## config.mk

```make
export PLATFORM = sky130hd
export DESIGN_NAME = i2c_scl_gen
export DESIGN_NICKNAME = d
export VERILOG_FILES = /design/src/rtl/i2c_scl_pkg.sv /design/src/rtl/i2c_scl_filter.sv /design/src/rtl/i2c_scl_phase.sv /design/src/rtl/i2c_scl_strobes.sv /design/src/rtl/i2c_scl_gen.sv
export SDC_FILE = /design/constraint.sdc
export NUM_CORES = 1
export LEC_CHECK = 0
export ABC_AREA = 1
export BUFFER_PORTS_ARGS = -buffer_cell sky130_fd_sc_hd__buf_2
export CAP_MARGIN = 15
export CORE_ASPECT_RATIO = 1.75
export CORE_UTILIZATION = 55
export DETAILED_ROUTE_END_ITERATION = 10
export PLACE_DENSITY_LB_ADDON = 0.15
export REMOVE_ABC_BUFFERS = 1
export SETUP_SLACK_MARGIN = 0.3
export SLEW_MARGIN = 15
export SYNTH_ARGS = -nofsm -noshare
export SYNTH_HDL_FRONTEND = slang
export SYNTH_SLANG_ARGS = --single-unit
```

## constraint.sdc

```tcl
create_clock -name clk -period 2 [get_ports clk]
set_input_delay 0.4 -clock clk [delete_from_list [all_inputs] [get_ports clk]]
set_output_delay 0.4 -clock clk [all_outputs]
set_load 0.01 [all_outputs]
```

## src/rtl/i2c_scl_pkg.sv

```systemverilog
`timescale 1ns/1ps
package i2c_scl_pkg;

  // Phase of the generated clock; LOW drives the line, the others release it.
  typedef enum logic [1:0] {
    PH_IDLE = 2'd0,
    PH_LOW  = 2'd1,
    PH_WAIT = 2'd2,
    PH_HIGH = 2'd3
  } scl_phase_e;

endpackage

```

## src/rtl/i2c_scl_filter.sv

```systemverilog
`timescale 1ns/1ps
module i2c_scl_filter #(
  parameter int SYNC_STAGES = 2,
  parameter int SEL_W       = 2
) (
  input  logic             clk,
  input  logic             rst_n,
  input  logic             pin_i,
  input  logic [SEL_W-1:0] sel_i,
  output logic             level_o
);

  localparam int MAX_SAMPLES = 1 << ((1 << SEL_W) - 1);
  localparam int CNT_W       = $clog2(MAX_SAMPLES);

  logic [SYNC_STAGES-1:0] sync_q;
  logic                   synced;
  logic [CNT_W-1:0]       agree_cnt_q;
  logic [CNT_W-1:0]       limit;
  logic                   level_q;

  // Synchronizer chain, idle-high after reset.
  for (genvar g = 0; g < SYNC_STAGES; g++) begin : g_sync
    if (g == 0) begin : g_first
      always_ff @(posedge clk or negedge rst_n) begin
        if (!rst_n) sync_q[g] <= 1'b1;
        else        sync_q[g] <= pin_i;
      end
    end else begin : g_next
      always_ff @(posedge clk or negedge rst_n) begin
        if (!rst_n) sync_q[g] <= 1'b1;
        else        sync_q[g] <= sync_q[g-1];
      end
    end
  end

  assign synced = sync_q[SYNC_STAGES-1];
  assign limit  = CNT_W'((1 << sel_i) - 1);

  // Count consecutive samples that disagree with the held level.
  always_ff @(posedge clk or negedge rst_n) begin
    if (!rst_n) begin
      level_q     <= 1'b1;
      agree_cnt_q <= '0;
    end else if (synced == level_q) begin
      agree_cnt_q <= '0;
    end else if (agree_cnt_q == limit) begin
      level_q     <= synced;
      agree_cnt_q <= '0;
    end else begin
      agree_cnt_q <= agree_cnt_q + CNT_W'(1);
    end
  end

  assign level_o = level_q;

  // the filtered level only moves to a value the synchronizer presented.
  p_level_follows_sync_r8: assert property (@(posedge clk) disable iff (!rst_n)
    (level_q != $past(level_q)) |-> ($past(synced) == level_q));

endmodule

```

## src/rtl/i2c_scl_phase.sv

```systemverilog
`timescale 1ns/1ps
module i2c_scl_phase
  import i2c_scl_pkg::*;
#(
  parameter int DIV_W  = 16,
  parameter int FILT_W = 2
) (
  input  logic              clk,
  input  logic              rst_n,
  input  logic              run_i,
  input  logic [DIV_W-1:0]  div_i,
  input  logic [FILT_W-1:0] filt_i,
  input  logic              line_hi_i,
  output scl_phase_e        phase_o,
  output logic [DIV_W-1:0]  cnt_o,
  output logic [DIV_W-1:0]  div_o,
  output logic [DIV_W-1:0]  low_len_o,
  output logic [FILT_W-1:0] filt_o
);

  scl_phase_e        phase_q, phase_d;
  logic [DIV_W-1:0]  cnt_q, cnt_d;
  logic [DIV_W-1:0]  div_q, low_len_q;
  logic [FILT_W-1:0] filt_q;
  logic [DIV_W-1:0]  div_in, samples_in, low_in;
  logic              lo_seen_q;
  logic              low_done, high_done, load_cfg;

  // Effective divider and low-phase floor from the live settings.
  always_comb begin
    div_in     = (div_i == '0) ? DIV_W'(1) : div_i;
    samples_in = DIV_W'(1) << filt_i;
    low_in     = (div_in > samples_in) ? div_in : samples_in;
  end

  assign low_done  = (phase_q == PH_LOW)  && (cnt_q == low_len_q - DIV_W'(1));
  assign high_done = (phase_q == PH_HIGH) && (cnt_q == div_q - DIV_W'(1));
  assign load_cfg  = (phase_q == PH_IDLE) || (high_done && run_i);

  always_comb begin
    phase_d = phase_q;
    cnt_d   = cnt_q + DIV_W'(1);
    unique case (phase_q)
      PH_IDLE: begin
        cnt_d = '0;
        if (run_i) phase_d = PH_LOW;
      end
      PH_LOW: begin
        if (low_done) begin
          phase_d = PH_WAIT;
          cnt_d   = '0;
        end
      end
      PH_WAIT: begin
        cnt_d = '0;
        if (lo_seen_q && line_hi_i) phase_d = PH_HIGH;
      end
      PH_HIGH: begin
        if (high_done) begin
          phase_d = run_i ? PH_LOW : PH_IDLE;
          cnt_d   = '0;
        end
      end
      default: begin
        phase_d = PH_IDLE;
        cnt_d   = '0;
      end
    endcase
  end

  always_ff @(posedge clk or negedge rst_n) begin
    if (!rst_n) begin
      phase_q   <= PH_IDLE;
      cnt_q     <= '0;
      lo_seen_q <= 1'b0;
    end else begin
      phase_q <= phase_d;
      cnt_q   <= cnt_d;
      if (phase_d == PH_LOW && phase_q != PH_LOW) lo_seen_q <= 1'b0;
      else if (!line_hi_i)                          lo_seen_q <= 1'b1;
    end
  end

  // Settings are frozen for the duration of a bit.
  always_ff @(posedge clk or negedge rst_n) begin
    if (!rst_n) begin
      div_q     <= DIV_W'(1);
      low_len_q <= DIV_W'(1);
      filt_q    <= '0;
    end else if (load_cfg) begin
      div_q     <= div_in;
      low_len_q <= low_in;
      filt_q    <= filt_i;
    end
  end

  assign phase_o   = phase_q;
  assign cnt_o     = cnt_q;
  assign div_o     = div_q;
  assign low_len_o = low_len_q;
  assign filt_o    = filt_q;

  // the high phase is entered only with the filtered line high.
  p_high_after_line_r3: assert property (@(posedge clk) disable iff (!rst_n)
    (phase_q == PH_HIGH && $past(phase_q) == PH_WAIT) |-> $past(line_hi_i));

  // while the line reads low after release, the phase keeps waiting.
  p_wait_holds_r4: assert property (@(posedge clk) disable iff (!rst_n)
    (phase_q == PH_WAIT && !line_hi_i) |=> (phase_q == PH_WAIT));

  // the low phase ends only at its programmed length.
  p_low_length_r2: assert property (@(posedge clk) disable iff (!rst_n)
    (phase_q == PH_WAIT && $past(phase_q) == PH_LOW)
      |-> ($past(cnt_q) + DIV_W'(1) == $past(low_len_q)));

  // the captured divider does not move inside a bit.
  p_div_frozen_r10: assert property (@(posedge clk) disable iff (!rst_n)
    (phase_q != PH_IDLE && $past(phase_q) != PH_IDLE && $past(phase_q) != PH_HIGH)
      |-> $stable(div_q));

endmodule

```

## src/rtl/i2c_scl_strobes.sv

```systemverilog
`timescale 1ns/1ps
module i2c_scl_strobes
  import i2c_scl_pkg::*;
#(
  parameter int DIV_W = 16,
  parameter int DLY_W = 8
) (
  input  logic             clk,
  input  logic             rst_n,
  input  scl_phase_e       phase_i,
  input  logic [DIV_W-1:0] cnt_i,
  input  logic [DIV_W-1:0] div_i,
  input  logic [DIV_W-1:0] low_len_i,
  input  logic [DLY_W-1:0] dly_i,
  output logic             scl_oe_o,
  output logic             sda_chg_o,
  output logic             sample_o,
  output logic             bit_end_o
);

  logic [DIV_W-1:0] dly_ext, chg_at, sample_at;

  always_comb begin
    dly_ext   = DIV_W'(dly_i);
    chg_at    = (dly_ext < low_len_i) ? dly_ext : (low_len_i - DIV_W'(1));
    sample_at = div_i >> 1;
  end

  assign scl_oe_o  = (phase_i == PH_LOW);
  assign sda_chg_o = (phase_i == PH_LOW)  && (cnt_i == chg_at);
  assign sample_o  = (phase_i == PH_HIGH) && (cnt_i == sample_at);
  assign bit_end_o = (phase_i == PH_HIGH) && (cnt_i == div_i - DIV_W'(1));

  // the data-change and sample strobes never coincide.
  p_strobes_apart_r6: assert property (@(posedge clk) disable iff (!rst_n)
    $onehot0({sda_chg_o, sample_o}));

  // a bit ends with the line released.
  p_end_released_r5: assert property (@(posedge clk) disable iff (!rst_n)
    bit_end_o |-> !scl_oe_o);

endmodule

```

## src/rtl/i2c_scl_gen.sv

```systemverilog
`timescale 1ns/1ps
module i2c_scl_gen
  import i2c_scl_pkg::*;
#(
  parameter int DIV_W       = 16,
  parameter int DLY_W       = 8,
  parameter int FILT_W      = 2,
  parameter int SYNC_STAGES = 2
) (
  input  logic              clk,
  input  logic              rst_n,
  input  logic              run_i,
  input  logic [DIV_W-1:0]  div_i,
  input  logic [DLY_W-1:0]  sda_dly_i,
  input  logic [FILT_W-1:0] filt_sel_i,
  input  logic              scl_in_i,
  output logic              scl_oe_o,
  output logic              scl_seen_o,
  output logic              busy_o,
  output logic              sda_chg_o,
  output logic              sample_o,
  output logic              bit_end_o
);

  scl_phase_e        phase;
  logic [DIV_W-1:0]  cnt, div_eff, low_len;
  logic [FILT_W-1:0] filt_eff;
  logic              line_hi;

  i2c_scl_filter #(
    .SYNC_STAGES(SYNC_STAGES),
    .SEL_W      (FILT_W)
  ) u_filter (
    .clk    (clk),
    .rst_n  (rst_n),
    .pin_i  (scl_in_i),
    .sel_i  (filt_eff),
    .level_o(line_hi)
  );

  i2c_scl_phase #(
    .DIV_W (DIV_W),
    .FILT_W(FILT_W)
  ) u_phase (
    .clk      (clk),
    .rst_n    (rst_n),
    .run_i    (run_i),
    .div_i    (div_i),
    .filt_i   (filt_sel_i),
    .line_hi_i(line_hi),
    .phase_o  (phase),
    .cnt_o    (cnt),
    .div_o    (div_eff),
    .low_len_o(low_len),
    .filt_o   (filt_eff)
  );

  i2c_scl_strobes #(
    .DIV_W(DIV_W),
    .DLY_W(DLY_W)
  ) u_strobes (
    .clk      (clk),
    .rst_n    (rst_n),
    .phase_i  (phase),
    .cnt_i    (cnt),
    .div_i    (div_eff),
    .low_len_i(low_len),
    .dly_i    (sda_dly_i),
    .scl_oe_o (scl_oe_o),
    .sda_chg_o(sda_chg_o),
    .sample_o (sample_o),
    .bit_end_o(bit_end_o)
  );

  assign scl_seen_o = line_hi;
  assign busy_o     = (phase != PH_IDLE);

  // leaving a bit without run returns to idle.
  p_idle_after_end_r9: assert property (@(posedge clk) disable iff (!rst_n)
    (bit_end_o && !run_i) |=> !busy_o);

endmodule

```

==> results of run 1 <==
-- what timing repair did --
| action | in CTS |
|---|---|
| gates resized for setup | 113 |
| setup endpoints to repair | 57 |
| cloned | 5 |
| pin swaps | 41 |
| setup buffers | 15 |
-- layer usage --
layer,GRT usage,GRT overflow
met2,0.877,11
met3,0.331,0
met1,0.628,0
met5,0,0
met4,0.608,7
-- stage by stage --
stage	instances	worst slack, ns
CTS	1023	-0.752
detailed placement	987	-0.762
global placement	987	-0.645
floorplan	681	-0.402
-- cells by family after synthesis --
| kind of cell | after synthesis |
|---|---|
| compound gates | 99 |
| xor+xnor | 37 |
| fa+ha+maj | 15 |
| buf+inv | 109 |
| flops | 59 |
| simple gates | 380 |
==> reports/qor.yml, run 1 <==
place:
  port_buffers: 35
  gp_congestion: 1.00
  hpwl_mm: 13.4
  post_dp_cell_area_um2: 6120
synthesis:
  synth_area_leader_cell: "dfrtp_1"
  synth_top_family_by_area: "simple AND/OR/NAND/NOR gates"
  yosysMostFrequentCell: "nand2_1"
  synth_edf_count: 0
  avgSynthCellArea_um2: 6.72
  netlist.area_leader.share: 0.288
  synth_cell_types: 45
  ys_ff_latch: 59
  synthAdderAreaFrac: 0.0400
  yosys-top-cells-area: "dfrtp_1 (29%), nand2_1 (16%), inv_1 (6.5%)"
  synth-async-reset-ratio: 1.00
  syn-instance-count: 699
  synth_common_cells: "nand2_1 (197), inv_1 (81), nor2_1 (73)"
  synth-simple-area-share: 0.352
  ys_warn_count: 0
  syn_area_um2: 4700
  synth-seq-area-share: 0.316
  synth_xor_area_frac: 0.0690
  synth_compound_area_frac: 0.127
  synth.area.mux_share: 0
  synth_ff_type: "dfrtp_1"
cts:
  htree_levels: 3
  cts.path.max_buffers: 2
  cts.sinks: 59
  cts_buffers: 9
  cts_hold_buf: 0
  cts-root-buf: "clkbuf_16"
grt:
  grt_max_degree: 25
  gr-usage-all-layers: 0.622
  grt-ovfl-total: 18
floorplan:
  ioPinCount: 36
  initial_core_util: 0.565
  row_count: 44
  fp.dieH_um: 124
  die_x_um: 71.9
sta:
  postGrtWorstEndpoint: "sda_chg_o"
  endpoint_type: "output port"
run_status:
  haltStage: "global routing (5_1_grt)"
  outcome: "stopped before the end"
  toolErrorMsg: "[ERROR GRT-0232] Routing congestion too high. Check the congestion heatmap in the GUI."
==> run 2: changes to the inputs <==
CORE_ASPECT_RATIO = not set   (was 1.75)
CORE_UTILIZATION = 40   (was 55)
SETUP_SLACK_MARGIN = not set   (was 0.3)
clock period = 2.6 ns   (was 2 ns; I/O delays follow)
==> run 2 against run 1 <==
- the flow now finishes, with violations (negative setup slack)
- area after synthesis did not move
- synthesized cell count did not move
==> reports/qor.yml, run 2 <==
place:
  post_dp_cell_area_um2: 5270  # -14%
  hpwl_mm: 11.7  # -13%
  gp_congestion: 0.909  # -9.2%
  port_buffers: 35  # unchanged
  dp.cells: 900  # -8.8%
route:
  wl_mm: 15.3
  vias_per_cell: 5.29
  vias: 4937
  drt_pass1_iterations: 5
  wl_per_cell_um: 16.4
  drc: 0
  drt_iter0_drc: 353
  ant_nets: 0
synthesis:
  synth_common_cells: "nand2_1 (197), inv_1 (81), nor2_1 (73)"
  synth_edf_count: 0  # unchanged
  yosys-top-cells-area: "dfrtp_1 (29%), nand2_1 (16%), inv_1 (6.5%)"
  syn_area_um2: 4700  # unchanged
  avgSynthCellArea_um2: 6.72  # unchanged
  synth-seq-area-share: 0.316  # unchanged
  synth-async-reset-ratio: 1.00  # unchanged
  synth_ff_type: "dfrtp_1"
  synth_area_leader_cell: "dfrtp_1"
  synth.area.mux_share: 0  # unchanged
  ys_warn_count: 0  # unchanged
  synth_xor_area_frac: 0.0690  # unchanged
  netlist.area_leader.share: 0.288  # unchanged
  synth_compound_area_frac: 0.127  # unchanged
  synthAdderAreaFrac: 0.0400  # unchanged
  synth-simple-area-share: 0.352  # unchanged
  synth_cell_types: 45  # unchanged
  ys_ff_latch: 59  # unchanged
  synth_top_family_by_area: "simple AND/OR/NAND/NOR gates"
  syn-instance-count: 699  # unchanged
  yosysMostFrequentCell: "nand2_1"
sta:
  tightest_slew_ns: 0.665
  skew_ns: 0.00803
  min_period_over_period: 1.11
  postLayoutSetupSlackWorst_ns: -0.289
  setup_viol: 2
  maxSlewViolCount: 0
  max_freq_ghz: 0.346
  min_period_ns: 2.89
  hold_ws_ns: 0.214
  final.setup.tns_ns: -0.515
  max-slew-margin-rel: 0.557
  hold_viol_final: 0
  rsz0062_at_grt: "true"
run_status:
  outcome: "finished with violations"
  violations: "negative setup slack"
cts:
  cts_hold_buf: 0  # unchanged
  cts_buffers: 9  # unchanged
  clk_pin_slew_ns: 0.05
  cts.sinks: 59  # unchanged
  worstSkewPairLatency_ns: 0.34
  cts_tree: "done"
  htree_levels: 3  # unchanged
  cts-root-buf: "clkbuf_16"
  cts.path.max_buffers: 2  # unchanged
cells_and_area:
  layout_commonest_cell: "nand2_1"
  multi_input_comb_area_um2: 3140
  area_growth_pct: 32.0
  n_fill_cell: 1107
  layout.area.seq_um2: 1490
  stdcell_area_um2: 6200
  fin_cells: 933
  mostFrequentLayoutCells: "nand2_1 (174), inv_1 (79), nor2_1 (61), nand3_1 (53), dfrtp_1 (49)"
  drive_above_1_share: 0.295
  num_antenna_cells: 0
  nNetsFinal: 830
setup_path:
  crit_end: "sda_chg_o"
  reg2reg_from: "u_phase.div_o[0]"
  crit_slowest_cell: "dfrtp_1"
  r2r_end: "u_phase.div_o[1]"
  critPathMostFrequentCell: "nand2_1"
  cp_cell_sequence: "inv_1 -> ha_1 -> nand2_1 -> nor2_1 -> nand2_1 -> nand2_2 -> nand2_4 -> buf_4 -> o21ai_2 -> nand2_1 -> nand2_1 -> inv_1 -> nand4_1 -> nor2_1 -> buf_2"
  rr_worst_depth: 16
  arrival_ns: 2.37
  startpoint_type: "register"
  crit_path_start: "u_phase.low_len_o[7]"
  path_class: "register to output port"
  rrSetupSlack_ns: 0.13
  critPathMaxStageDelay_ns: 0.41
  crit_path_end_kind: "output port"
  cp_max_fo: 7
  required_ns: 2.08
floorplan:
  die_x_um: 110  # +54%
  dieArea_um2: 12200
  core_area_um2: 11400
  initial_core_util: 0.411  # -0.154
  fp.dieH_um: 110  # -11%
  ioPinCount: 36  # unchanged
  row_count: 39  # -11%
power:
  ir_worst_vdd_mv: 0.542
  powerDensity_nw_per_um2: 1140
  p_leak_uw: 0.00305
flow_run:
  cap_violations: 0
grt:
  grt-ovfl-total: 0
  gr-usage-all-layers: 0.268
  grt_max_degree: 36
  first_global_vias: 4671
  grt_pass1_wl_mm: 24.0
  antenna_found_initial: 0
min_path:
  hold_class: "primary input to asynchronous set/reset pin"
==> run 2: cell counts after synthesis <==
No cell type changed its count.
==> run 2: cell families after synthesis <==
| logic type | after synthesis |
|---|---|
| simple gates | 380 |
| flops | 59 |
| buf+inv | 109 |
| compound gates | 99 |
| fa+ha+maj | 15 |
| xor+xnor | 37 |
==> run 2: critical path: cells and delay by family, from the launching register on <==
family,cells,cell delay [ns]
adder cells (fa/ha/maj),1,0.30
flip-flops,1,0.41
AO/OA/AOI/OAI,1,0.15
AND/OR/NAND/NOR,9,0.74
buffers and inverters,4,0.44
==> run 2: layout make-up <==
cell class              instances  share of cell area
clock buffers                  11              0.0392
clock inverters                 5             0.00848
inverters                      91              0.0555
multi-input cells             531               0.507
flip-flops and latches         59               0.240
well taps                     143              0.0289
repair buffers                 93               0.121
==> run 2: worst min path at each step <==
stage | start | to | cells after the start
global route | rst_n | u_phase.phase_o[1] | 1
floorplan | rst_n | u_filter.agree_cnt_q[0] | 0
CTS | rst_n | u_phase.cnt_o[10] | 1
global placement | u_filter.sync_q[0] | u_filter.synced | 0
detailed placement | u_filter.sync_q[0] | u_filter.synced | 0
finish | rst_n | u_phase.cnt_o[10] | 1
==> run 2: repair_timing <==
| action | 4_1_cts | 5_1_grt |
|---|---|---|
| gates cloned | 4 | 0 |
| setup buffers | 32 | 10 |
| pin swaps | 8 | 18 |
| hold endpoints to repair | 0 | 0 |
| resized for setup | 50 | 74 |
| setup endpoints to repair | 34 | 54 |
==> run 2: through the flow <==
step                      utilization  setup WS (ns)  total power [uW]
final                           0.543         -0.289              7050
after global routing            0.543         -0.411              7580
after CTS                       0.519         -0.290              6700
after global placement          0.462         -0.136              4860
after floorplan                     -          0.198              3730
after detailed placement        0.462         -0.148              4910
==> run 2: routing by layer <==
metal | global-route usage | vias to the layer above | routed length [um]
li1 | - | 2436 | -
met1 | 0.360 | 2294 | 6830
met2 | 0.424 | 169 | 7210
met3 | 0.0329 | 38 | 703
met4 | 0.133 | 0 | 564
met5 | 0 | - | 0
==> run 2: where the power goes <==
group	internal, uW	switching [uW]
sequential	1270	372
combinational	1730	2500
clock	762	422
total	3760	3290
No activity file was read; power rests on OpenSTA's default activity.
